<file path="src/rtl/twi_stat_pkg.sv">
// Package: bit positions and register offsets shared by the status unit.
// Assumes the bus data width is at least 9 bits.
package twi_stat_pkg;
    localparam int unsigned BIT_TXCOMP = 0;
    localparam int unsigned BIT_RXRDY  = 1;
    localparam int unsigned BIT_TXRDY  = 2;
    localparam int unsigned BIT_UNRE   = 7;
    localparam int unsigned BIT_NACK   = 8;
    localparam int unsigned CTRL_START = 0;

    localparam logic [7:0] OFS_CTRL   = 8'h00;
    localparam logic [7:0] OFS_STATUS = 8'h20;
    localparam logic [7:0] OFS_IEN    = 8'h24;
    localparam logic [7:0] OFS_IDIS   = 8'h28;
    localparam logic [7:0] OFS_IMASK  = 8'h2C;
    localparam logic [7:0] OFS_RXHOLD = 8'h30;
    localparam logic [7:0] OFS_TXHOLD = 8'h34;

    // Indices into the sticky flag vector
    localparam int unsigned STK_NACK = 0;
    localparam int unsigned STK_UNRE = 1;
    localparam int unsigned STK_RX   = 2;
    localparam int unsigned STK_N    = 3;
endpackage

</file>
<file path="src/rtl/twi_tx_track.sv">
// Tracks holding register, shifter and STOP state and derives the live
// transmit-complete and transmit-ready levels from them.
// Assumes event strobes are single-cycle; NACK overrides all else.
module twi_tx_track (
    input  logic clk,
    input  logic rst_n,
    input  logic load,
    input  logic to_shift,
    input  logic shift_empty,
    input  logic stop_sent,
    input  logic start,
    input  logic nack,
    output logic txcomp,
    output logic txrdy
);
    logic hold_full;
    logic shift_busy;
    logic stop_done;

    // Holding register occupancy: a load fills it, the shifter drains it
    always_ff @(posedge clk) begin
        if (!rst_n)        hold_full <= 1'b0;
        else if (nack)     hold_full <= 1'b0;
        else if (load)     hold_full <= 1'b1;
        else if (to_shift) hold_full <= 1'b0;
    end

    // Shifter activity: busy from hand-over until it reports empty
    always_ff @(posedge clk) begin
        if (!rst_n)           shift_busy <= 1'b0;
        else if (nack)        shift_busy <= 1'b0;
        else if (to_shift)    shift_busy <= 1'b1;
        else if (shift_empty) shift_busy <= 1'b0;
    end

    // STOP seen since the last load or START; high out of reset
    always_ff @(posedge clk) begin
        if (!rst_n)             stop_done <= 1'b1;
        else if (nack)          stop_done <= 1'b1;
        else if (load || start) stop_done <= 1'b0;
        else if (stop_sent)     stop_done <= 1'b1;
    end

    // Live levels computed from the tracked state
    always_comb begin
        txcomp = !hold_full && !shift_busy && stop_done;
        txrdy  = !hold_full;
    end

    a_r3_load_clears: assert property (@(posedge clk) disable iff (!rst_n)
        (load && !nack) |=> (!txcomp && !txrdy));
    a_r4_start_clears: assert property (@(posedge clk) disable iff (!rst_n)
        (start && !nack) |=> !txcomp);
    a_r5_nack_restores: assert property (@(posedge clk) disable iff (!rst_n)
        nack |=> (txcomp && txrdy));
endmodule

</file>
<file path="src/rtl/twi_sticky_flags.sv">
// A vector of sticky flags: each bit is set by its event and cleared by
// its clear strobe, with the event winning when both arrive together.
module twi_sticky_flags #(
    parameter int unsigned N = 3
) (
    input  logic         clk,
    input  logic         rst_n,
    input  logic [N-1:0] set_ev,
    input  logic [N-1:0] clr_ev,
    output logic [N-1:0] flags
);
    for (genvar i = 0; i < N; i++) begin : g_flag
        // One flag: set dominates clear
        always_ff @(posedge clk) begin
            if (!rst_n)         flags[i] <= 1'b0;
            else if (set_ev[i]) flags[i] <= 1'b1;
            else if (clr_ev[i]) flags[i] <= 1'b0;
        end

        a_r6_set_wins: assert property (@(posedge clk) disable iff (!rst_n)
            set_ev[i] |=> flags[i]);
        a_r6_holds: assert property (@(posedge clk) disable iff (!rst_n)
            (flags[i] && !clr_ev[i]) |=> flags[i]);
    end
endmodule

</file>
<file path="src/rtl/twi_irq_mask.sv">
// Interrupt mask with set and clear write ports, plus the registered
// interrupt line. Only the bits in SRC can ever be set.
module twi_irq_mask #(
    parameter int unsigned DW = 16,
    parameter logic [DW-1:0] SRC = '1
) (
    input  logic          clk,
    input  logic          rst_n,
    input  logic          set_wr,
    input  logic          clr_wr,
    input  logic [DW-1:0] wdata,
    input  logic [DW-1:0] status,
    output logic [DW-1:0] mask,
    output logic          irq
);
    // Mask update: clear applied after set
    always_ff @(posedge clk) begin
        if (!rst_n) mask <= '0;
        else begin
            if (set_wr && clr_wr) mask <= (mask | (wdata & SRC)) & ~wdata;
            else if (set_wr)      mask <= mask | (wdata & SRC);
            else if (clr_wr)      mask <= mask & ~wdata;
        end
    end

    // Registered interrupt level
    always_ff @(posedge clk) begin
        if (!rst_n) irq <= 1'b0;
        else        irq <= |(status & mask);
    end

    a_r8_disable_clears: assert property (@(posedge clk) disable iff (!rst_n)
        clr_wr |=> ((mask & $past(wdata)) == '0));
    a_r8_enable_sets: assert property (@(posedge clk) disable iff (!rst_n)
        (set_wr && !clr_wr) |=> ((mask & $past(wdata) & SRC) == ($past(wdata) & SRC)));
endmodule

</file>
<file path="src/rtl/twi_stat_irq.sv">
// Top of the status and interrupt unit: decodes the register bus, builds
// the status word from the transmit tracker and sticky flags, and returns
// registered read data. Assumes one bus access per cycle.
module twi_stat_irq
    import twi_stat_pkg::*;
#(
    parameter int unsigned ADDR_W = 8,
    parameter int unsigned DATA_W = 16
) (
    input  logic              clk,
    input  logic              rst_n,
    input  logic              bus_wr,
    input  logic              bus_rd,
    input  logic [ADDR_W-1:0] bus_addr,
    input  logic [DATA_W-1:0] bus_wdata,
    output logic [DATA_W-1:0] bus_rdata,
    input  logic              ev_hold_load,
    input  logic              ev_hold_to_shift,
    input  logic              ev_shift_empty,
    input  logic              ev_stop_sent,
    input  logic              ev_nack,
    input  logic              ev_rx_ready,
    input  logic              ev_underrun,
    output logic              irq,
    output logic              dma_tx_req
);
    localparam logic [DATA_W-1:0] SRC_BITS =
        (DATA_W'(1) << BIT_TXCOMP) | (DATA_W'(1) << BIT_RXRDY) |
        (DATA_W'(1) << BIT_TXRDY)  | (DATA_W'(1) << BIT_UNRE)  |
        (DATA_W'(1) << BIT_NACK);

    logic wr_ctrl, wr_ien, wr_idis, wr_txhold, rd_status, rd_rxhold;
    logic load, start, txcomp, txrdy;
    logic [STK_N-1:0] stk_set, stk_clr, stk_q;
    logic [DATA_W-1:0] status, mask;

    // Register bus decode
    always_comb begin
        wr_ctrl   = bus_wr && (bus_addr == ADDR_W'(OFS_CTRL));
        wr_ien    = bus_wr && (bus_addr == ADDR_W'(OFS_IEN));
        wr_idis   = bus_wr && (bus_addr == ADDR_W'(OFS_IDIS));
        wr_txhold = bus_wr && (bus_addr == ADDR_W'(OFS_TXHOLD));
        rd_status = bus_rd && (bus_addr == ADDR_W'(OFS_STATUS));
        rd_rxhold = bus_rd && (bus_addr == ADDR_W'(OFS_RXHOLD));
        load      = wr_txhold || ev_hold_load;
        start     = wr_ctrl && bus_wdata[CTRL_START];
    end

    twi_tx_track u_tx (
        .clk(clk), .rst_n(rst_n), .load(load), .to_shift(ev_hold_to_shift),
        .shift_empty(ev_shift_empty), .stop_sent(ev_stop_sent),
        .start(start), .nack(ev_nack), .txcomp(txcomp), .txrdy(txrdy)
    );

    // Sticky flag set and clear sources
    always_comb begin
        stk_set = '0;
        stk_clr = '0;
        stk_set[STK_NACK] = ev_nack;
        stk_set[STK_UNRE] = ev_underrun;
        stk_set[STK_RX]   = ev_rx_ready;
        stk_clr[STK_NACK] = rd_status;
        stk_clr[STK_UNRE] = rd_status;
        stk_clr[STK_RX]   = rd_rxhold;
    end

    twi_sticky_flags #(.N(STK_N)) u_flags (
        .clk(clk), .rst_n(rst_n), .set_ev(stk_set), .clr_ev(stk_clr), .flags(stk_q)
    );

    // Status word assembly
    always_comb begin
        status             = '0;
        status[BIT_TXCOMP] = txcomp;
        status[BIT_RXRDY]  = stk_q[STK_RX];
        status[BIT_TXRDY]  = txrdy;
        status[BIT_UNRE]   = stk_q[STK_UNRE];
        status[BIT_NACK]   = stk_q[STK_NACK];
        dma_tx_req         = txrdy;
    end

    twi_irq_mask #(.DW(DATA_W), .SRC(SRC_BITS)) u_mask (
        .clk(clk), .rst_n(rst_n), .set_wr(wr_ien), .clr_wr(wr_idis),
        .wdata(bus_wdata), .status(status), .mask(mask), .irq(irq)
    );

    // Registered read data
    always_ff @(posedge clk) begin
        if (!rst_n) bus_rdata <= '0;
        else if (bus_rd) begin
            if (bus_addr == ADDR_W'(OFS_STATUS))     bus_rdata <= status;
            else if (bus_addr == ADDR_W'(OFS_IMASK)) bus_rdata <= mask;
            else                                     bus_rdata <= '0;
        end
    end

    a_r5_three_flags: assert property (@(posedge clk) disable iff (!rst_n)
        ev_nack |=> (status[BIT_NACK] && status[BIT_TXCOMP] && status[BIT_TXRDY]));
    a_r9_irq_lag: assert property (@(posedge clk) disable iff (!rst_n)
        1'b1 |=> (irq == $past(|(status & mask))));
    a_r11_read_status: assert property (@(posedge clk) disable iff (!rst_n)
        rd_status |=> (bus_rdata == $past(status)));
endmodule

</file>
<file path="config.mk">
export PLATFORM = sky130hd
export DESIGN_NAME = twi_stat_irq
export DESIGN_NICKNAME = d
export VERILOG_FILES = /design/src/rtl/twi_stat_pkg.sv /design/src/rtl/twi_tx_track.sv /design/src/rtl/twi_sticky_flags.sv /design/src/rtl/twi_irq_mask.sv /design/src/rtl/twi_stat_irq.sv
export SDC_FILE = /design/constraint.sdc
export NUM_CORES = 1
export LEC_CHECK = 0
export ABC_AREA = 1
export CAP_MARGIN = 20
export CORE_AREA = 3 3 73 75
export DETAILED_ROUTE_END_ITERATION = 16
export DIE_AREA = 0 0 76 78
export SETUP_SLACK_MARGIN = 0.2
export SYNTH_ARGS = -nofsm -noshare
export SYNTH_HDL_FRONTEND = slang
export SYNTH_SLANG_ARGS = --single-unit
</file>
<file path="constraint.sdc">
create_clock -name clk -period 1.35 [get_ports clk]
set_clock_uncertainty 0.05 [all_clocks]
set_input_delay 0.135 -clock clk [delete_from_list [all_inputs] [get_ports clk]]
set_output_delay 0.135 -clock clk [all_outputs]
set_load 0.01 [all_outputs]
</file>
== After elaboration in Yosys (flattened, before gate mapping) ==
Cells that the tools add are included.

* Output and inout bits: 18
* Register bits after elaboration: 39
* Input port bits: 35
* Word-level logic and storage cells: 61

* Bitwise gates (word level): 6
* Equal/unequal tests: 6
* Reduce and logical (&&, ||, !) cells: 24
* Multiplexer cells: 16

{| class="wikitable"
|+ Operator list
! operator !! number
|-
| $mux W16 || 5
|-
| $eq A8 B6 Y1 const B || 6
|-
| $and A16 B16 Y16 || 2
|-
| $and A9 B16 Y16 || 1
|-
| $not A16 Y16 || 1
|-
| $or A16 B9 Y16 || 1
|-
| $reduce_or A16 Y1 || 1
|-
| $reduce_bool A2 Y1 || 6
|-
| $mux W1 || 11
|-
| $logic_and A1 B1 Y1 || 10
|-
| $logic_not A8 Y1 || 1
|-
| $reduce_bool A3 Y1 || 1
|-
| $logic_not A1 Y1 || 2
|-
| $logic_or A1 B1 Y1 || 2
|-
| $reduce_or A2 Y1 || 1
|-
| $not A1 Y1 || 1
|}

== Depth between registers and ports, before layout ==
* Depth after elaboration: 5
* Gate-level depth with buffers: 8
* Mapped depth without buffers: 8

== Cells and area by module ==
From an unflattened synthesis, not the netlist that was laid out.

* Cells, all modules: 269
* Area, all modules: 1943.1 um^2

{| class="wikitable"
|+ Modules (own cells, without submodules)
! module !! seq. area each (um^2) !! area each (um^2) !! cells an instance !! instances
|-
| twi_stat_irq || 320.3 || 958.4 || 147 || 1
|-
| twi_irq_mask || 340.3 || 734.5 || 85 || 1
|-
| twi_tx_track || 60.1 || 137.6 || 21 || 1
|-
| twi_sticky_flags || 60.1 || 112.6 || 16 || 1
|}

== Worst setup path before layout ==
OpenSTA, ideal clock, no wires.

* Path type: input to register
* Start: in bus_addr[7]
* End: reg u_mask.mask[10]
* Data required time: 1.183 ns
* Cell stages on the path: 5
* Path buffers: 1
* Data arrival time: 0.892 ns
* Setup slack: 0.291 ns
* Library setup time: 0.117 ns
* Path through: nor2_1 > nand2_2 > nor3_4 > buf_6 > a21oi_1

* Longest elaborated chain between the ends: 4
* Elaborated cells on any way between the ends: 8
* Classes of those cells: 2 x eq/ne; 2 x mux; 4 x reduce/logical

{| class="wikitable"
|+ Ends and longest elaborated chain
! element !! RTL line !! RTL
|-
| from (decl) || twi_stat_irq.sv:14 || <nowiki>input logic [ADDR_W-1:0] bus_addr,</nowiki>
|-
| $eq A8 B6 Y1, on equally long branches || twi_stat_irq.sv:40, twi_stat_irq.sv:41 ||
|-
| $logic_and A1 B1 Y1, on equally long branches || twi_stat_irq.sv:40, twi_stat_irq.sv:41 ||
|-
| $mux W16 or $logic_and A1 B1 Y1 (tied branches) || twi_irq_mask.sv:21, twi_irq_mask.sv:20 ||
|-
| $mux W16 or $reduce_bool A3 Y1 (tied branches) || n/a ||
|-
| to (signal assigned) || twi_irq_mask.sv:20 || <nowiki>if (set_wr && clr_wr) mask <= (mask | (wdata & SRC)) & ~wdata;</nowiki>
|-
| to (signal assigned) || twi_irq_mask.sv:21 || <nowiki>else if (set_wr) mask <= mask | (wdata & SRC);</nowiki>
|-
| to (signal assigned) || twi_irq_mask.sv:22 || <nowiki>else if (clr_wr) mask <= mask & ~wdata;</nowiki>
|-
| to (decl) || twi_irq_mask.sv:13 || <nowiki>output logic [DW-1:0] mask,</nowiki>
|}

Several ways; a longest one is shown, not always the timed one.
A chain may end at the register's enable or synchronous reset.

== Worst setup path after layout ==
* Start: in bus_addr[0]
* End: reg u_mask.mask[15]

Same word-level chain as after synthesis.

==> flow_summary.yaml <==
place:
  dp.final_hpwl_um: 3220
  port_buffers: 52
  gp_routability_congestion: 0.797
grt:
  globalRouteOverflowTotal: 0
  antenna_found_initial: 0
  grt_pass1_vias: 1544
  grtUsageTotal_pct: 15.3
  grt_max_degree: 21
  grt_pass1_wl_um: 7230
die:
  fp.dieArea_um2: 5930
  io_pins: 53
  die_w_um: 76
  rows: 25
  initial_core_util_pct: 34.9
  fp.dieH_um: 78
  coreArea_um2: 4720
sta:
  rsz0062_at_grt: "true"
  period_needed_ns: 1.12
  max_clock_freq_ghz: 0.891
  holdWs_ns: 0.352
  setup_viol_count_final: 0
  post-route-period-util_pct: 83.1
  worst_slew_pin_slew_ns: 0.219
  report.final.slew_viol_count: 0
  slew_headroom_pct: 85.4
  finalHoldViolCount: 0
route:
  ant_nets: 0
  drt-pass1-iter-count: 4
  vias: 1648
  drtIter0Drc: 69
  drc: 0
  routed_wl_um: 4230
  wl_per_cell_um: 11.4
  via_per_inst: 4.43
layout:
  area_growth_pct: 52.4
  layout-drive-gt1-share_pct: 13.8
  antenna_cells: 0
  multi_input_area_um2: 733
  fillers: 497
  seqCellArea_um2: 781
  nets: 339
  post-route-util_pct: 53.1
critical_path:
  worstSetupStartpointType: "primary input"
  startpoint: "bus_addr[0]"
  r2r-start: "u_tx.hold_full"
  critPathArrivalTime_ns: 1.25
  critPathKind: "in -> reg"
  cp-end-kind: "register"
  path_max_fanout: 8
  worstPathRequired_ns: 1.48
  rrSetupSlack_ns: 0.32
synth:
  avgSynthCellArea_um2: 7.07
  syn_area_um2: 1650
  yosysSeqAreaShare_pct: 47.4
  ys_seq_elements: 39
  yosysWarnings: 0
  ys_types: 24
  netlist_instances: 233
  synth_nets: 268
clocking:
  cts_buffers: 5
  htree_levels: 2
  clkTransAtPathRegs_ns: 0.07
  clockBufferDepth: 2
  ctsRootBufferMaster: "clkbuf_8"
  cts_sinks: 39
  cts_tree: "done"
  insertion_delay_ns: 0.28
worst_hold_path:
  hp-start: "bus_wdata[3]"
  min_path_type: "in -> reg"
status:
  status: "completed"
power:
  cellPowerDensity_nw_per_um2: 895
  p_total_mw: 2.25
  leakagePower_nw: 1.15
  irDropWorstVdd_mv: 0.648
run:
  cap_violations: 0
[cell type report]
type / instances / share of cell area [%]
well taps: 67 / 3.34
multi-input cells: 156 / 29.2
clock buffers: 8 / 3.99
repair buffers: 72 / 27.9
inverters: 30 / 4.49
flip-flops and latches: 39 / 31.1
[layer usage]
metal	up-vias	routed length, µm	GRT usage [%]
met2	36	2060	25.8
met5	-	0	0
met1	729	1940	18.9
li1	881	-	-
met4	0	23	2.72
met3	2	201	5.68
[worst max-delay path: stages]
cell	delay (ns)
dlygate4sd2_1	0.25
nor2_2	0.12
nand3b_1	0.13
nor3_4	0.26
buf_4	0.18
buf_16	0.12
a21oi_1	0.06
[synthesized netlist by cell type]
master | number | area share (%)
nor3_1 | 1 | 0.30
buf_1 | 1 | 0.23
a21oi_1 | 24 | 7.3
o21bai_1 | 1 | 0.46
o21ai_0 | 5 | 1.5
buf_6 | 1 | 0.68
clkinv_1 | 1 | 0.23
nor2_1 | 19 | 4.3
nand4_1 | 2 | 0.76
a31oi_1 | 1 | 0.38
nand2_1 | 68 | 16
nor2_2 | 3 | 1.1
a21oi_2 | 1 | 0.53
nand3_1 | 25 | 7.6
buf_2 | 3 | 0.91
clkbuf_1 | 3 | 0.68
nor3_4 | 1 | 0.99
inv_1 | 29 | 6.6
nand3b_1 | 1 | 0.46
nor2_4 | 1 | 0.68
dfxtp_1 | 39 | 47
nand3_2 | 1 | 0.61
o21ai_1 | 1 | 0.30
nand2_2 | 1 | 0.38
[where the power goes]
part           switching [mW]  internal [mW]  total [mW]
sequential            0.00745           1.16        1.17
clock                   0.376          0.466       0.842
combinational           0.105          0.131       0.236
[placed cells by master, fill, tap and decap left out, drive strengths merged]
| cell type | synthesis | final |
|---|---|---|
| nand2 | 69 | 69 |
| dfxtp | 39 | 39 |
| inv | 29 | 29 |
| nand3 | 26 | 26 |
| clkdlybuf4s50 | 0 | 25 |
| a21oi | 25 | 25 |
| dlygate4sd2 | 0 | 23 |
| nor2 | 23 | 23 |
| buf | 5 | 20 |
| clkbuf | 3 | 8 |
| o21ai | 6 | 6 |
| clkdlybuf4s15 | 0 | 4 |
| nand4 | 2 | 2 |
| nor3 | 2 | 2 |
| o21bai | 1 | 1 |
| clkinv | 1 | 1 |
| nand3b | 1 | 1 |
| a31oi | 1 | 1 |
[per-stage QoR]
step                      cell area, µm²  cells  setup slack (ns)  TNS (ns)
after global placement              2370    361            -0.271     -6.81
final                               2510    372             0.228         0
after floorplan                     1650    233             0.291         0
after CTS                           2480    371             0.154         0
after global routing                2510    372             0.180         0
after detailed placement            2370    361            -0.303     -7.22
[worst paths after layout]
| check | cells past startpoint | endpoint |
|---|---|---|
| worst max-delay path | 7 | u_mask.mask[15] |
| worst min-delay path | 2 | u_mask.mask[3] |
| worst max register to register | 7 | bus_rdata[0] |
| worst min register to register | 2 | u_mask.mask[6] |
[what timing repair did]
item,in CTS,in global routing
gates resized for setup,31,11
setup buffers,1,1
setup endpoints to repair,52,20
cloned,1,0
pin swaps,7,3
hold buffers,0,0
[logic make-up (layout without fill, tap and decap cells)]
family | Yosys count | in the layout | share of synthesized area, %
simple gates | 123 | 123 | 32.8
flops | 39 | 39 | 47.4
buf+inv | 38 | 110 | 9.35
compound gates | 33 | 33 | 10.5
Note: power is estimated with default switching activity, not from simulation.
